### src/rtl/rstseq_pkg.sv
package rstseq_pkg;

  // Bits needed to hold values 0..maxval
  function automatic int cnt_bits(input int maxval);
    if (maxval < 2) return 1;
    return $clog2(maxval + 1);
  endfunction

  function automatic int max_of(input int a, input int b);
    return (a > b) ? a : b;
  endfunction

endpackage

### src/rtl/rstseq_por_sync.sv
module rstseq_por_sync #(
  parameter int STAGES = 2
) (
  input  logic clk,
  input  logic por_n,
  output logic por_active,
  output logic tmr_clr
);
  logic [STAGES-1:0] sync_q;
  logic              active_d;

  // Asynchronous entry, synchronous exit
  always_ff @(posedge clk or negedge por_n) begin
    if (!por_n) sync_q <= '0;
    else        sync_q <= {sync_q[STAGES-2:0], 1'b1};
  end

  assign por_active = ~sync_q[STAGES-1];

  always_ff @(posedge clk or negedge por_n) begin
    if (!por_n) active_d <= 1'b1;
    else        active_d <= por_active;
  end

  // One cycle after the power-on state ends
  assign tmr_clr = active_d & ~por_active;

  assert_clr_single_R8: assert property (@(posedge clk) disable iff (por_active)
    tmr_clr |=> !tmr_clr);
endmodule

### src/rtl/rstseq_strap_latch.sv
module rstseq_strap_latch #(
  parameter int WIDTH = 8
) (
  input  logic             clk,
  input  logic             hold,
  input  logic [WIDTH-1:0] d,
  output logic [WIDTH-1:0] q
);
  always_ff @(posedge clk) begin
    if (hold) q <= d;
  end

  assert_strap_frozen_R1: assert property (@(posedge clk) disable iff (hold)
    !$past(hold) |-> $stable(q));
endmodule

### src/rtl/rstseq_pll_chain.sv
module rstseq_pll_chain #(
  parameter int NUM_PLL = 3
) (
  input  logic               clk,
  input  logic               por_n,
  input  logic               hold,
  input  logic [NUM_PLL-1:0] lock,
  output logic [NUM_PLL-1:0] pll_rst,
  output logic [NUM_PLL-1:0] oe
);
  assign pll_rst = {NUM_PLL{hold}};

  for (genvar i = 0; i < NUM_PLL; i++) begin : g_stage
    logic turn;
    logic en_q;

    if (i == 0) begin : g_first
      assign turn = 1'b1;
    end else begin : g_next
      assign turn = oe[i-1];
    end

    // Sticky enable: opens on lock when the previous stage is already open
    always_ff @(posedge clk or negedge por_n) begin
      if (!por_n)               en_q <= 1'b0;
      else if (hold)            en_q <= 1'b0;
      else if (lock[i] && turn) en_q <= 1'b1;
    end

    assign oe[i] = en_q;

    assert_order_R3: assert property (@(posedge clk) disable iff (hold)
      $rose(en_q) |-> ($past(lock[i]) && $past(turn)));
  end
endmodule

### src/rtl/rstseq_reset_timer.sv
module rstseq_reset_timer
  import rstseq_pkg::*;
#(
  parameter int SYS_MIN_CYCLES  = 16,
  parameter int CPU_HOLD_CYCLES = 3300,
  parameter int CPU_TAIL_CYCLES = 8
) (
  input  logic clk,
  input  logic por_n,
  input  logic hold,
  input  logic sys_evt,
  output logic sys_active,
  output logic cpu_rst
);
  localparam int SW = cnt_bits(SYS_MIN_CYCLES);
  localparam int CW = cnt_bits(max_of(CPU_HOLD_CYCLES, CPU_TAIL_CYCLES));
  localparam logic [SW-1:0] SYS_V  = SW'(SYS_MIN_CYCLES);
  localparam logic [CW-1:0] HOLD_V = CW'(CPU_HOLD_CYCLES);
  localparam logic [CW-1:0] TAIL_V = CW'(CPU_TAIL_CYCLES);

  logic [SW-1:0] sys_cnt;
  logic [CW-1:0] cpu_cnt;

  // During a system reset the CPU counter keeps the longer of its
  // remaining hold and the tail length
  function automatic logic [CW-1:0] during_sys(input logic [CW-1:0] c);
    return (c > TAIL_V) ? c : TAIL_V;
  endfunction

  function automatic logic [CW-1:0] count_down(input logic [CW-1:0] c);
    return (c != '0) ? c - 1'b1 : c;
  endfunction

  always_ff @(posedge clk or negedge por_n) begin
    if (!por_n)               sys_cnt <= '0;
    else if (hold)            sys_cnt <= '0;
    else if (sys_evt)         sys_cnt <= SYS_V;
    else if (sys_cnt != '0)   sys_cnt <= sys_cnt - 1'b1;
  end

  assign sys_active = (sys_cnt != '0);

  always_ff @(posedge clk or negedge por_n) begin
    if (!por_n)          cpu_cnt <= HOLD_V;
    else if (hold)       cpu_cnt <= HOLD_V;
    else if (sys_active) cpu_cnt <= during_sys(cpu_cnt);
    else                 cpu_cnt <= count_down(cpu_cnt);
  end

  assign cpu_rst = hold | sys_active | (cpu_cnt != '0);

  assert_sys_len_R6: assert property (@(posedge clk) disable iff (hold)
    $rose(sys_active) |-> (sys_cnt == SYS_V));

  assert_cpu_tail_R7: assert property (@(posedge clk) disable iff (hold)
    $fell(sys_active) |-> (cpu_cnt >= TAIL_V));
endmodule

### src/rtl/reset_sequencer.sv
module reset_sequencer #(
  parameter int NUM_PLL         = 3,
  parameter int STRAP_W         = 8,
  parameter int SYNC_STAGES     = 2,
  parameter int SYS_MIN_CYCLES  = 16,
  parameter int CPU_HOLD_CYCLES = 3300,
  parameter int CPU_TAIL_CYCLES = 8
) (
  input  logic               clk,
  input  logic               por_n,
  input  logic               wdt_rst_evt,
  input  logic               sw_rst_req,
  input  logic [NUM_PLL-1:0] pll_lock,
  input  logic [STRAP_W-1:0] strap_in,
  output logic [STRAP_W-1:0] strap_q,
  output logic [NUM_PLL-1:0] pll_rst,
  output logic [NUM_PLL-1:0] pll_oe,
  output logic               cpu_rst,
  output logic               bus_rst_n,
  output logic               tmr_clr,
  output logic               seq_done
);
  logic por_active;
  logic sys_evt;
  logic sys_active;
  logic done_q;

  assign sys_evt = wdt_rst_evt | sw_rst_req;

  rstseq_por_sync #(.STAGES(SYNC_STAGES)) u_sync (
    .clk        (clk),
    .por_n      (por_n),
    .por_active (por_active),
    .tmr_clr    (tmr_clr)
  );

  rstseq_strap_latch #(.WIDTH(STRAP_W)) u_strap (
    .clk  (clk),
    .hold (por_active),
    .d    (strap_in),
    .q    (strap_q)
  );

  rstseq_pll_chain #(.NUM_PLL(NUM_PLL)) u_pll (
    .clk     (clk),
    .por_n   (por_n),
    .hold    (por_active),
    .lock    (pll_lock),
    .pll_rst (pll_rst),
    .oe      (pll_oe)
  );

  rstseq_reset_timer #(
    .SYS_MIN_CYCLES  (SYS_MIN_CYCLES),
    .CPU_HOLD_CYCLES (CPU_HOLD_CYCLES),
    .CPU_TAIL_CYCLES (CPU_TAIL_CYCLES)
  ) u_timer (
    .clk        (clk),
    .por_n      (por_n),
    .hold       (por_active),
    .sys_evt    (sys_evt),
    .sys_active (sys_active),
    .cpu_rst    (cpu_rst)
  );

  assign bus_rst_n = ~(por_active | sys_active);

  always_ff @(posedge clk or negedge por_n) begin
    if (!por_n) done_q <= 1'b0;
    else        done_q <= (&pll_oe) & bus_rst_n & ~cpu_rst;
  end

  assign seq_done = done_q;

  assert_sys_bus_R6: assert property (@(posedge clk) disable iff (por_active)
    sys_evt |=> !bus_rst_n);

  assert_bus_cpu_R7: assert property (@(posedge clk) disable iff (por_active)
    !bus_rst_n |-> cpu_rst);

  assert_done_R9: assert property (@(posedge clk) disable iff (por_active)
    seq_done |-> $past((&pll_oe) && bus_rst_n && !cpu_rst));
endmodule

### config.mk
export PLATFORM = sky130hd
export DESIGN_NAME = reset_sequencer
export DESIGN_NICKNAME = d
export VERILOG_FILES = /design/src/rtl/rstseq_pkg.sv /design/src/rtl/rstseq_por_sync.sv /design/src/rtl/rstseq_strap_latch.sv /design/src/rtl/rstseq_pll_chain.sv /design/src/rtl/rstseq_reset_timer.sv /design/src/rtl/reset_sequencer.sv
export SDC_FILE = /design/constraint.sdc
export NUM_CORES = 1
export LEC_CHECK = 0
export BUFFER_PORTS_ARGS = -buffer_cell sky130_fd_sc_hd__buf_4
export CAP_MARGIN = 10
export CORE_ASPECT_RATIO = 1.2
export CORE_UTILIZATION = 53
export DETAILED_ROUTE_END_ITERATION = 8
export GPL_TIMING_DRIVEN = 1
export PLACE_DENSITY = 0.89
export SKIP_LAST_GASP = 1
export SYNTH_ARGS = -nofsm -noshare
export SYNTH_HDL_FRONTEND = slang
export SYNTH_SLANG_ARGS = --single-unit
### constraint.sdc
create_clock -name clk -period 2.3 [get_ports clk]
set_clock_uncertainty 0.05 [all_clocks]
set_input_delay 0.23 -clock clk [delete_from_list [all_inputs] [get_ports clk]]
set_output_delay 0.23 -clock clk [all_outputs]
set_load 0.01 [all_outputs]
; Word-level counts from Yosys, hierarchy flattened
; Index checks and enable logic that the tools add are counted.
[classes]
add_sub_neg = 2
mux = 13
n_bitwise = 9
reduce_logical = 6
order_cmp = 1
n_eq_ne = 6
[ops]
columns = operator, n
row1 = $mux W12, 4
row2 = $mux W5, 3
row3 = $gt A12 B4 Y1 const B, 1
row4 = $reduce_bool A12 Y1, 1
row5 = $sub A12 B1 Y12 const B, 1
row6 = $mux W1, 6
row7 = $reduce_bool A5 Y1, 1
row8 = $sub A5 B1 Y5 const B, 1
row9 = $ne A2 B1 Y1 const B, 2
row10 = $and A1 B1 Y1, 3
row11 = $ne A3 B1 Y1 const B, 1
row12 = $ne A3 B2 Y1 const B, 1
row13 = $ne A3 B3 Y1 const B, 1
row14 = $not A1 Y1, 3
row15 = $or A1 B1 Y1, 3
row16 = $reduce_and A3 Y1, 1
row17 = $logic_and A1 B1 Y1, 2
row18 = $ne A2 B2 Y1 const B, 1
row19 = $reduce_and A2 Y1, 1
[word_totals]
inputBits = 15
register_bits = 32
output_inout_bits = 18

; Depth between registers and ports, before layout
; Gate-level depths: netlist of run 1.
[depth]
ltp_word = 5
depth_mapped = 8

; Cells and area by module
; Synthesis of run 1 repeated with hierarchy kept, for this count alone.
[hier_totals]
cells_unflattened = 136
hier_area_um2 = 1546.5
[by_module_without_submodules]
columns = module, n_inst, cells_per_inst, area_per_inst_um2
row1 = rstseq_reset_timer, 1, 102, 1017.2
row2 = rstseq_strap_latch, 1, 8, 240.2
row3 = rstseq_pll_chain, 1, 15, 145.1
row4 = rstseq_por_sync, 1, 6, 90.1
row5 = reset_sequencer, 1, 5, 53.8

; Worst setup path before layout of run 1
; OpenSTA, ideal clock, no wires.
[synth_path]
kind = register to register
from = reg u_timer.sys_cnt[0]
to = reg u_timer.cpu_cnt[10]
required_time_ps = 2151
n_path_buf = 1
t_arrival_ps = 1874
path_stages_with_launch = 8
slack_ps = 277
synth_period_minus_slack_ps = 2023
path_cell_list = dfrtp_1 -> inv_1 -> ha_1 -> or4b_1 -> buf_2 -> or3_4 -> o41ai_2 -> o211ai_1
[synth_between]
elab_chain_len = 3
[synth_rtl]
columns = element, line_no
row1 = start: declaration, rstseq_reset_timer.sv:21  ; logic [SW-1:0] sys_cnt;
row2 = start signal: assignment, rstseq_reset_timer.sv:38  ; else if (sys_cnt != '0) sys_cnt <= sys_cnt - 1'b1;
row3 = $reduce_bool A5 Y1 *, rstseq_reset_timer.sv:41  ; assign sys_active = (sys_cnt != '0);
row4 = $ne A3 B3 Y1 (no line) (tied with other cells), --
row5 = $reduce_and A2 Y1 (no line) / $mux W12 (equally long branches), --
row6 = end signal: assignment, rstseq_reset_timer.sv:46  ; else if (sys_active) cpu_cnt <= during_sys(cpu_cnt);
row7 = end signal: assignment, rstseq_reset_timer.sv:47  ; else cpu_cnt <= count_down(cpu_cnt);
row8 = end: declaration, rstseq_reset_timer.sv:22  ; logic [CW-1:0] cpu_cnt;
; Every way passes the cells marked *; elsewhere a longest branch is shown, timed or not.
; A chain may end at the register's enable or synchronous reset.

; Worst setup path after layout of run 1
[layout_path]
from = reg u_timer.sys_cnt[0]
to = out cpu_rst
[layout_between]
elab_chain_len = 3
[layout_rtl]
columns = element, line_no
row1 = $reduce_bool A5 Y1, rstseq_reset_timer.sv:41
row2 = $or A1 B1 Y1 (2 in series), rstseq_reset_timer.sv:50  ; assign cpu_rst = hold | sys_active | (cpu_cnt != '0);
row3 = end: declaration, reset_sequencer.sv:18  ; output logic cpu_rst,
; Every way passes these cells.

==> flow_summary.json, run 1 <==
{
  "switchingPower_mw": 0.3596,
  "numCtsBuffers": 5,
  "clkPwrFrac_pct": 30.7,
  "place_inst": 207,
  "p_seq_share_pct": 50.1,
  "dp_hpwl_microns": 2634,
  "wl_microns": 3722,
  "synth-simple-area-share_pct": 20.02,
  "start_kind": "flop",
  "period_share_pct": 95.29,
  "synthXorXnorAreaFrac_pct": 0.5627,
  "place_area_sq_mm": 0.001827,
  "final_common_cell": "buf_4",
  "dieArea_sq_mm": 0.003158,
  "grt_usage_pct": 26.47,
  "start_util_pct": 55.89,
  "hold_ws_ns": 0.01824,
  "detail-route-antenna-nets": 0,
  "p_leak_nw": 0.8455,
  "critPathKind": "reg2out",
  "grt_pass1_wl_microns": 5782,
  "syn-num-nets": 162,
  "crit_fanout": 4,
  "sw_frac_of_total_pct": 27.14,
  "ys_seq_elements": 32,
  "required_ns": 2.02,
  "antenna_found_initial": 0,
  "finalCriticalPeriod_ns": 2.192,
  "io_pins": 33,
  "drive_gt1_share_pct": 34.92,
  "internal-power_mw": 0.9652,
  "fin_setup_tns_ns": 0,
  "fillers": 199,
  "status": "finished, final reports clean",
  "setup_viol": 0,
  "synth_compound_area_share_pct": 16.32,
  "drv_slew": 0,
  "maxCapViolations": 0,
  "synth_seq_area_share_pct": 54.58,
  "htreeDepth": 2,
  "synth_edf_count": 8,
  "hold_path_class": "in2reg",
  "fp.dieH_microns": 61.37,
  "final_cell_mix": "buf_4, dfrtp_1, nor2_1",
  "routabilityCongestion": 0.9033,
  "fin_area_sq_mm": 0.002012,
  "cp.arrival_ns": 1.91,
  "area_growth_pct": 29.26,
  "gr-total-overflow": 0,
  "via_count": 1333,
  "rsz0062_at_grt": "no",
  "synth_cells": 144,
  "synthDistinctLibCells": 48,
  "first_pass_iters": 4,
  "diodes": 0,
  "clk_path_buf_depth": 2,
  "clock-root-buffer": "clkbuf_4",
  "avgSynthCellArea_sq_um": 10.81,
  "comb_power_share_pct": 19.1,
  "tritoncts": "done",
  "irDropWorstVdd_mv": 0.4497,
  "slew_headroom_pct": 56.17,
  "synth-adder-area-share_pct": 2.412,
  "post_cts.repair.setup_buffers": 0,
  "avgRoutedWirePerCell_microns": 16.69,
  "core_region_area_sq_mm": 0.002785,
  "fmax_mhz": 456.3,
  "yosysWarnings": 0,
  "die_x_microns": 51.47,
  "critPathCaptureType": "output pin",
  "port_buffers": 32,
  "cts.sinks": 32,
  "synthMuxAreaShare_pct": 0,
  "viasPerCell": 5.978,
  "rows": 21,
  "synthArstFlopShare_pct": 75.00,
  "clk_latency_ns": 0.34,
  "hold_viol": 0,
  "finalPower_mw": 1.325,
  "drtIter0Drc": 63,
  "synth_area_sq_mm": 0.001556,
  "fin_nets": 206,
  "drc_errors": 0,
  "path_clk_slew_ns": 0.09,
  "synth_top_family_by_area": "simple AND/OR/NAND/NOR gates",
  "p_per_area_mw_per_mm2": 658.4,
  "worstMarginPinSlew_ns": 0.6514,
  "grt_max_degree": 25,
  "synthFlopType": "dfrtp_1",
  "instances_no_fill": 223,
  "grt_pass1_vias": 1290
}
-- routing by layer --
metal	up-vias	share of wire [%]	routed length (microns)	GRT usage, %
met3	15	6.0	225	8.642
met5	-	0	0	0
met4	0	4.8	178	19.31
met1	635	38	1423	28.46
li1	619	-	-	-
met2	64	51	1894	43.97
-- state kept, by name, indices dropped and copies added (netlist names) --
signal and cells:
u_timer.cpu_cnt 12, u_strap.q 8, u_timer.sys_cnt 5, u_pll.g_stage.en_q 3, u_sync.sync_q 2, seq_done 1
u_sync.active_d 1
-- cells by family after synthesis --
family	Yosys count
DFF	32
and+or+nand+nor	55
xor gates and xnor gates	1
other	1
adders and majority gates	3
AOI/OAI and AO/OA	34
buffers and inverters	18
-- synthesized netlist by cell type (2+ instances only) --
master,instances,area share [%]
a211o_1,2,1.1
a21oi_1,7,2.3
buf_4,6,2.9
clkbuf_1,2,0.48
dfrtp_1,17,27
dfstp_2,7,12
edfxtp_1,8,15
ha_1,3,2.4
inv_1,8,1.9
nand2_1,7,1.7
nand2b_1,3,1.2
nand3_1,8,2.6
nor2_1,14,3.4
nor3_1,6,1.9
nor4_1,3,1.2
o2111ai_1,2,1.1
o211ai_1,3,1.4
o21ai_0,3,0.96
o21ai_1,3,0.96
o221ai_1,2,1.1
or3b_2,2,1.1
or4_4,2,1.4
-- repair_timing --
item / in CTS / in global routing
resized for setup: 4 / 5
endpoints found under the hold margin: 24 / 7
hold buffers: 1 / 7
setup endpoints to repair: 1 / 3
pin swaps: 0 / 1
-- power groups by stage --
stage	sequential [mW]	clock [mW]	combinational (mW)
final	0.664	0.407	0.253
after CTS	0.661	0.416	0.235
after global routing	0.670	0.445	0.275
after detailed placement	0.671	0	0.227
after global placement	0.669	0	0.213
after floorplan	0.668	0	0.139
-- stage by stage --
step / utilization (%) / setup slack, ns
after floorplan: - / 0.2766
after global placement: 65.59 / 0.2773
after detailed placement: 65.59 / 0.1608
after CTS: 69.23 / 0.02402
after global routing: 72.24 / 0.01342
final: 72.24 / 0.1083
-- layout make-up --
type | instances | area (sq um) | share of cell area [%]
multi-input cells | 94 | 645.6 | 32.09
flip-flops and latches | 32 | 849.6 | 42.23
repair buffers | 46 | 365.4 | 18.16
clock buffers | 5 | 37.54 | 1.866
inverters | 9 | 33.78 | 1.679
clock inverters | 3 | 37.54 | 1.866
well taps | 34 | 42.54 | 2.114
-- worst max-delay path, stage by stage, from the launching register on --
cell and delay [ns]:
dfrtp_1 0.41, inv_1 0.09, ha_2 0.19, or4b_4 0.51, nor2_4 0.14, nand2_1 0.09
buf_4 0.15
-- path summary, 6_finish.rpt --
check	startpoint	cells past startpoint	end	slack (ns)
min	strap_in[7]	1	u_strap.q[7]	0.02
max reg2reg	u_timer.cpu_cnt[1]	6	u_timer.cpu_cnt[4]	0.20
max	u_timer.sys_cnt[0]	6	cpu_rst	0.11
min reg2reg	u_sync.sync_q[0]	0	u_sync.sync_q[1]	0.31
max in group asynchronous	por_n	2	u_sync.active_d	1.65
min in group asynchronous	por_n	2	u_timer.cpu_cnt[9]	0.26
Power figures use the tool's default switching activity.
==> run 2, diff against run 1 <==
--- a/config.mk
+++ b/config.mk
@@ -5,13 +5,14 @@
 export SDC_FILE = /design/constraint.sdc
 export NUM_CORES = 1
 export LEC_CHECK = 0
+export ABC_AREA = 0
 export BUFFER_PORTS_ARGS = -buffer_cell sky130_fd_sc_hd__buf_4
 export CAP_MARGIN = 10
 export CORE_ASPECT_RATIO = 1.2
 export CORE_UTILIZATION = 53
 export DETAILED_ROUTE_END_ITERATION = 8
 export GPL_TIMING_DRIVEN = 1
-export PLACE_DENSITY = 0.89
+export PLACE_DENSITY = 0.78
 export SKIP_LAST_GASP = 1
 export SYNTH_ARGS = -nofsm -noshare
 export SYNTH_HDL_FRONTEND = slang
==> flow_summary.json, run 2 (synthesis results as in run 1) <==
{
  "slew_headroom_pct": 65.22,
  "drv_slew": 0,
  "port_buffers": 32,
  "fin_area_sq_mm": 0.001998,
  "worstMarginPinSlew_ns": 0.5203,
  "detail-route-antenna-nets": 0,
  "drtIter0Drc": 40,
  "routabilityCongestion": 0.8798,
  "place_inst": 208,
  "r2r_start": "u_timer.sys_cnt[0]",
  "internal-power_mw": 0.9241,
  "p_leak_nw": 0.8522,
  "hold_viol": 0,
  "clk_path_buf_depth": 2,
  "status": "finished, final reports clean",
  "instances_no_fill": 224,
  "switchingPower_mw": 0.3454,
  "grt_pass1_wl_microns": 5154,
  "startpoint": "u_timer.sys_cnt[0]",
  "tritoncts": "done",
  "p_seq_share_pct": 52.4,
  "critPathSlowestCell": "or4b_4",
  "final_cell_mix": "buf_4, dfrtp_1, nor2_1",
  "largest_reg_flops": 12,
  "start_kind": "flop",
  "start_util_pct": 55.89,
  "diodes": 0,
  "irDropWorstVdd_mv": 0.4643,
  "final_common_cell": "buf_4",
  "fp.dieH_microns": 61.37,
  "grt_usage_pct": 23.50,
  "drive_gt1_share_pct": 35.26,
  "antenna_found_initial": 0,
  "path_clk_slew_ns": 0.09,
  "viasPerCell": 5.759,
  "clock-root-buffer": "clkbuf_4",
  "area_growth_pct": 28.38,
  "rsz0062_at_grt": "yes",
  "required_ns": 2.50,
  "max_stage_delay_ns": 0.52,
  "clk_latency_ns": 0.33,
  "cp_num_buf_inv": 2,
  "io_pins": 33,
  "cp.arrival_ns": 2.47,
  "fin_nets": 207,
  "top_register": "u_timer.cpu_cnt",
  "place_area_sq_mm": 0.001834,
  "setup_viol": 0,
  "wl_microns": 3467,
  "path_cells": "inv_1, ha_1, or4b_4, buf_4, or3_4, o41ai_2, o211ai_1",
  "gr-total-overflow": 0,
  "dieArea_sq_mm": 0.003158,
  "reg_top3": "u_timer.cpu_cnt (12), u_strap.q (8), u_timer.sys_cnt (5)",
  "drc_errors": 0,
  "hold_path_class": "in2reg",
  "rows": 21,
  "core_region_area_sq_mm": 0.002785,
  "finalPower_mw": 1.269,
  "regToRegSetupSlack_ns": 0.03,
  "hold_start": "strap_in[1]",
  "comb_power_share_pct": 19.2,
  "p_per_area_mw_per_mm2": 635.3,
  "crit_fanout": 5,
  "period_share_pct": 98.82,
  "sw_frac_of_total_pct": 27.21,
  "die_x_microns": 51.47,
  "avgRoutedWirePerCell_microns": 15.48,
  "critPathCaptureType": "flop",
  "htreeDepth": 2,
  "finalCriticalPeriod_ns": 2.273,
  "cp_top_family": "simple AND/OR/NAND/NOR gates",
  "numCtsBuffers": 5,
  "first_pass_iters": 5,
  "grt_pass1_vias": 1183,
  "clkPwrFrac_pct": 28.4,
  "maxCapViolations": 0,
  "cts.sinks": 32,
  "critPathKind": "reg2reg",
  "dp_hpwl_microns": 2363,
  "via_count": 1290,
  "fmax_mhz": 440.0,
  "grt_max_degree": 25
}
## run 2: changes by cell type in the layout (fill, tap and decap cells not counted), moves of 2 or more
cell           delta
clkinv_1          -2
ha_2              -2
ha_1              +2
buf_4             +3
clkbuf_8          +2
dlygate4sd3_1     -2
## run 2: power by group through the flow
| stage | clock [mW] | combinational, mW | sequential, mW |
|---|---|---|---|
| finish | 0.361 | 0.244 | 0.665 |
| global route | 0.391 | 0.271 | 0.669 |
| CTS | 0.370 | 0.225 | 0.663 |
| detailed placement | 0 | 0.220 | 0.674 |
| global placement | 0 | 0.214 | 0.671 |
| floorplan | 0 | 0.139 | 0.668 |
## run 2: path summary, 6_finish.rpt
check	to	cells after the start
worst max-delay path	u_timer.cpu_cnt[10]	7
worst min-delay path	u_strap.q[1]	1
worst max register to register	u_timer.cpu_cnt[10]	7
worst min register to register	u_sync.sync_q[1]	0
max in group asynchronous	u_timer.cpu_cnt[2]	2
min in group asynchronous	u_timer.sys_cnt[3]	2
## run 2: what timing repair did
| item | in CTS | in global routing |
|---|---|---|
| buffers inserted | 0 | 2 |
| gates resized for setup | 3 | 2 |
| endpoints found under the setup margin | 2 | 4 |
| hold endpoints to repair | 24 | 5 |
| pin swaps | 1 | 0 |
| hold buffers | 1 | 5 |
## run 2: final cells by class
type	instances	area [sq um]
inverters	9	33.78
well taps	34	42.54
repair buffers	47	367.9
fillers	209	787.0
clock buffers	8	68.82
multi-input cells	94	635.6
flip-flops and latches	32	849.6
## run 2: metal layers
layer	routed length, microns	global-route usage [%]	share of wire, %	vias to the layer above
met3	195	8.395	5.6	8
met5	0	0	0	-
met1	1411	25.72	41	611
li1	-	-	-	620
met4	76	15.44	2.2	0
met2	1785	38.78	51	51
## run 2: metrics by stage
step | worst slack (ns) | hold slack [ns] | setup TNS [ns] | utilization, %
floorplan | 0.2766 | -0.1156 | 0 | -
global placement | 0.1754 | 0.08654 | 0 | 65.86
detailed placement | 0.1115 | 0.09186 | 0 | 65.86
CTS | 0.02738 | 0.00003356 | 0 | 69.09
global route | -0.06367 | 0.005975 | -0.07388 | 71.74
finish | 0.02715 | 0.01919 | 0 | 71.74
==> run 3, diff against run 2 <==
--- a/config.mk
+++ b/config.mk
@@ -9,10 +9,10 @@
 export BUFFER_PORTS_ARGS = -buffer_cell sky130_fd_sc_hd__buf_4
 export CAP_MARGIN = 10
 export CORE_ASPECT_RATIO = 1.2
-export CORE_UTILIZATION = 53
+export CORE_UTILIZATION = 48
 export DETAILED_ROUTE_END_ITERATION = 8
 export GPL_TIMING_DRIVEN = 1
-export PLACE_DENSITY = 0.78
+export PLACE_DENSITY = 0.74
 export SKIP_LAST_GASP = 1
 export SYNTH_ARGS = -nofsm -noshare
 export SYNTH_HDL_FRONTEND = slang
==> constraint.sdc (replaced) <==
create_clock -name clk -period 1.98 [get_ports clk]
set_clock_uncertainty 0.05 [all_clocks]
set_input_delay 0.198 -clock clk [delete_from_list [all_inputs] [get_ports clk]]
set_output_delay 0.198 -clock clk [all_outputs]
set_load 0.01 [all_outputs]
==> flow_summary.json, run 3 (synthesis results as in run 1) <==
{
  "status": "finished with violations",
  "violations": "negative setup slack",
  "p_per_area_mw_per_mm2": 713.7,
  "instances_no_fill": 258,
  "grt_pass1_vias": 1557,
  "fin_nets": 239,
  "reg_top3": "u_timer.cpu_cnt (12), u_strap.q (8), u_timer.sys_cnt (5)",
  "r2r-end": "u_timer.cpu_cnt[10]",
  "numCtsBuffers": 5,
  "period_share_pct": 105.4,
  "final_cell_mix": "buf_4, dfrtp_1, nor2_1",
  "port_buffers": 32,
  "grt_pass1_wl_microns": 6672,
  "critPathCaptureType": "output pin",
  "avgRoutedWirePerCell_microns": 15.83,
  "met3WireLength_microns": 254,
  "core_region_area_sq_mm": 0.003083,
  "via_count": 1470,
  "largest_reg_flops": 12,
  "p_leak_nw": 1.020,
  "dp_hpwl_microns": 2842,
  "grt_max_degree": 25,
  "irDropWorstVdd_mv": 0.6836,
  "antenna_found_initial": 0,
  "detail-route-antenna-nets": 0,
  "clk_path_buf_depth": 2,
  "path_clk_slew_ns": 0.10,
  "cts.sinks": 32,
  "fin_ws_ns": -0.1071,
  "pre_cts_ws_ns": -0.1055,
  "cp.arrival_ns": 1.84,
  "setup_viol": 9,
  "highest_layer": "met4",
  "tritoncts": "done",
  "final_common_cell": "buf_4",
  "cp_top_family": "simple AND/OR/NAND/NOR gates",
  "clock-root-buffer": "clkbuf_4",
  "io_pins": 33,
  "regToRegSetupSlack_ns": -0.07,
  "first_pass_iters": 4,
  "start_kind": "flop",
  "die_x_microns": 53.99,
  "drc_errors": 0,
  "critPathSlowestCell": "or4b_4",
  "clk_latency_ns": 0.34,
  "drive_gt1_share_pct": 50.00,
  "critPathKind": "reg2out",
  "htreeDepth": 2,
  "rsz0062_at_grt": "yes",
  "maxCapViolations": 0,
  "cp_num_buf_inv": 3,
  "hold_start": "pll_lock[0]",
  "r2r_start": "u_timer.sys_cnt[0]",
  "drv_slew": 0,
  "grt_usage_pct": 27.42,
  "crit_fanout": 2,
  "gr-total-overflow": 0,
  "rows": 22,
  "wl_microns": 4085,
  "viasPerCell": 5.698,
  "whs_endpoint": "u_pll.g_stage[0].en_q",
  "area_growth_pct": 50.40,
  "hold_path_class": "in2reg",
  "reg2reg_depth": 7,
  "diodes": 0,
  "top_register": "u_timer.cpu_cnt",
  "wl_met2_microns": 2232,
  "max_stage_delay_ns": 0.46,
  "routabilityCongestion": 0.9791,
  "finalCriticalPeriod_ns": 2.087,
  "drtIter0Drc": 27,
  "hold_viol": 0,
  "min_path_cells": 3,
  "path_cells": "inv_2, ha_4, or4b_4, buf_6, nor2_4, nand2_2, buf_6",
  "place_inst": 231,
  "routedLengthMet1_microns": 1446,
  "critPathMostFrequentCell": "buf_6",
  "required_ns": 1.73,
  "dieArea_sq_mm": 0.003476,
  "start_util_pct": 50.49,
  "fmax_mhz": 479.1,
  "fp.dieH_microns": 64.38
}
==> run 3: changes by cell type in the layout (fill, tap and decap cells not counted), sizes merged <==
| cell | previous run | this run |
|---|---|---|
| buf | 41 | 70 |
| bufinv | 0 | 1 |
| clkbuf | 8 | 6 |
| clkinv | 1 | 2 |
| dlygate4sd3 | 6 | 9 |
==> run 3: tightest hold or removal path: cells and delay by family <==
family / cells / cell delay, ns
buffers and inverters: 1 / 0.08
AND/OR/NAND/NOR: 2 / 0.12
==> run 3: worst max-delay path by stage <==
stage | from | endpoint | slack (ns) | cells after the start
final | u_timer.sys_cnt[0] | cpu_rst | -0.11 | 7
after global routing | u_timer.sys_cnt[1] | cpu_rst | -0.18 | 7
after CTS | u_timer.sys_cnt[0] | cpu_rst | -0.12 | 7
after detailed placement | u_timer.sys_cnt[0] | u_timer.cpu_cnt[7] | -0.11 | 7
after global placement | u_timer.cpu_cnt[1] | u_timer.cpu_cnt[9] | 0.002 | 6
after floorplan | u_timer.sys_cnt[0] | u_timer.cpu_cnt[10] | -0.04 | 7
==> run 3: cell type report <==
type	instances	area, sq um
Clock buffer	6	41.29
Clock inverter	2	35.03
Fill cell	198	742.0
Inverter	9	33.78
Multi-Input combinational cell	94	701.9
Sequential cell	32	849.6
Tap cell	36	45.04
Timing Repair Buffer	79	634.4
==> run 3: power by group <==
group	total [mW]	leakage (nW)	internal (mW)	switching [mW]
clock network	0.487	0.0422	0.265	0.223
registers	0.771	0.378	0.729	0.0420
logic	0.412	0.600	0.219	0.193
total	1.67	1.02	1.21	0.458
==> run 3: timing repair <==
item                       in CTS  in global routing
buffers inserted                8                  2
hold buffers                    9                  0
cloned                          0                  0
resized for setup              22                  7
hold endpoints to repair       32                  0
pin swaps                       5                  5
setup endpoints to repair      14                 14
==> run 3: layer usage <==
metal  vias to the layer above  global-route usage, %
li1                        681                      -
met1                       706                  27.60
met2                        69                  47.99
met3                        14                  6.667
met4                         0                  16.99
met5                         -                      0
==> run 3: through the flow <==
stage	power, mW	cell area, sq um	TNS, ns	util, %	hold WS, ns
3_5_place_dp	1.102	1994	-0.5793	64.69	0.05955
2_1_floorplan	0.9369	1556	-0.04344	-	-0.1476
3_3_place_gp	1.088	1994	0	64.69	0.05600
5_1_grt	1.749	2341	-1.336	75.93	0.04033
6_report	1.671	2341	-0.4890	75.93	0.04828
4_1_cts	1.657	2297	-0.6312	74.51	0.02389
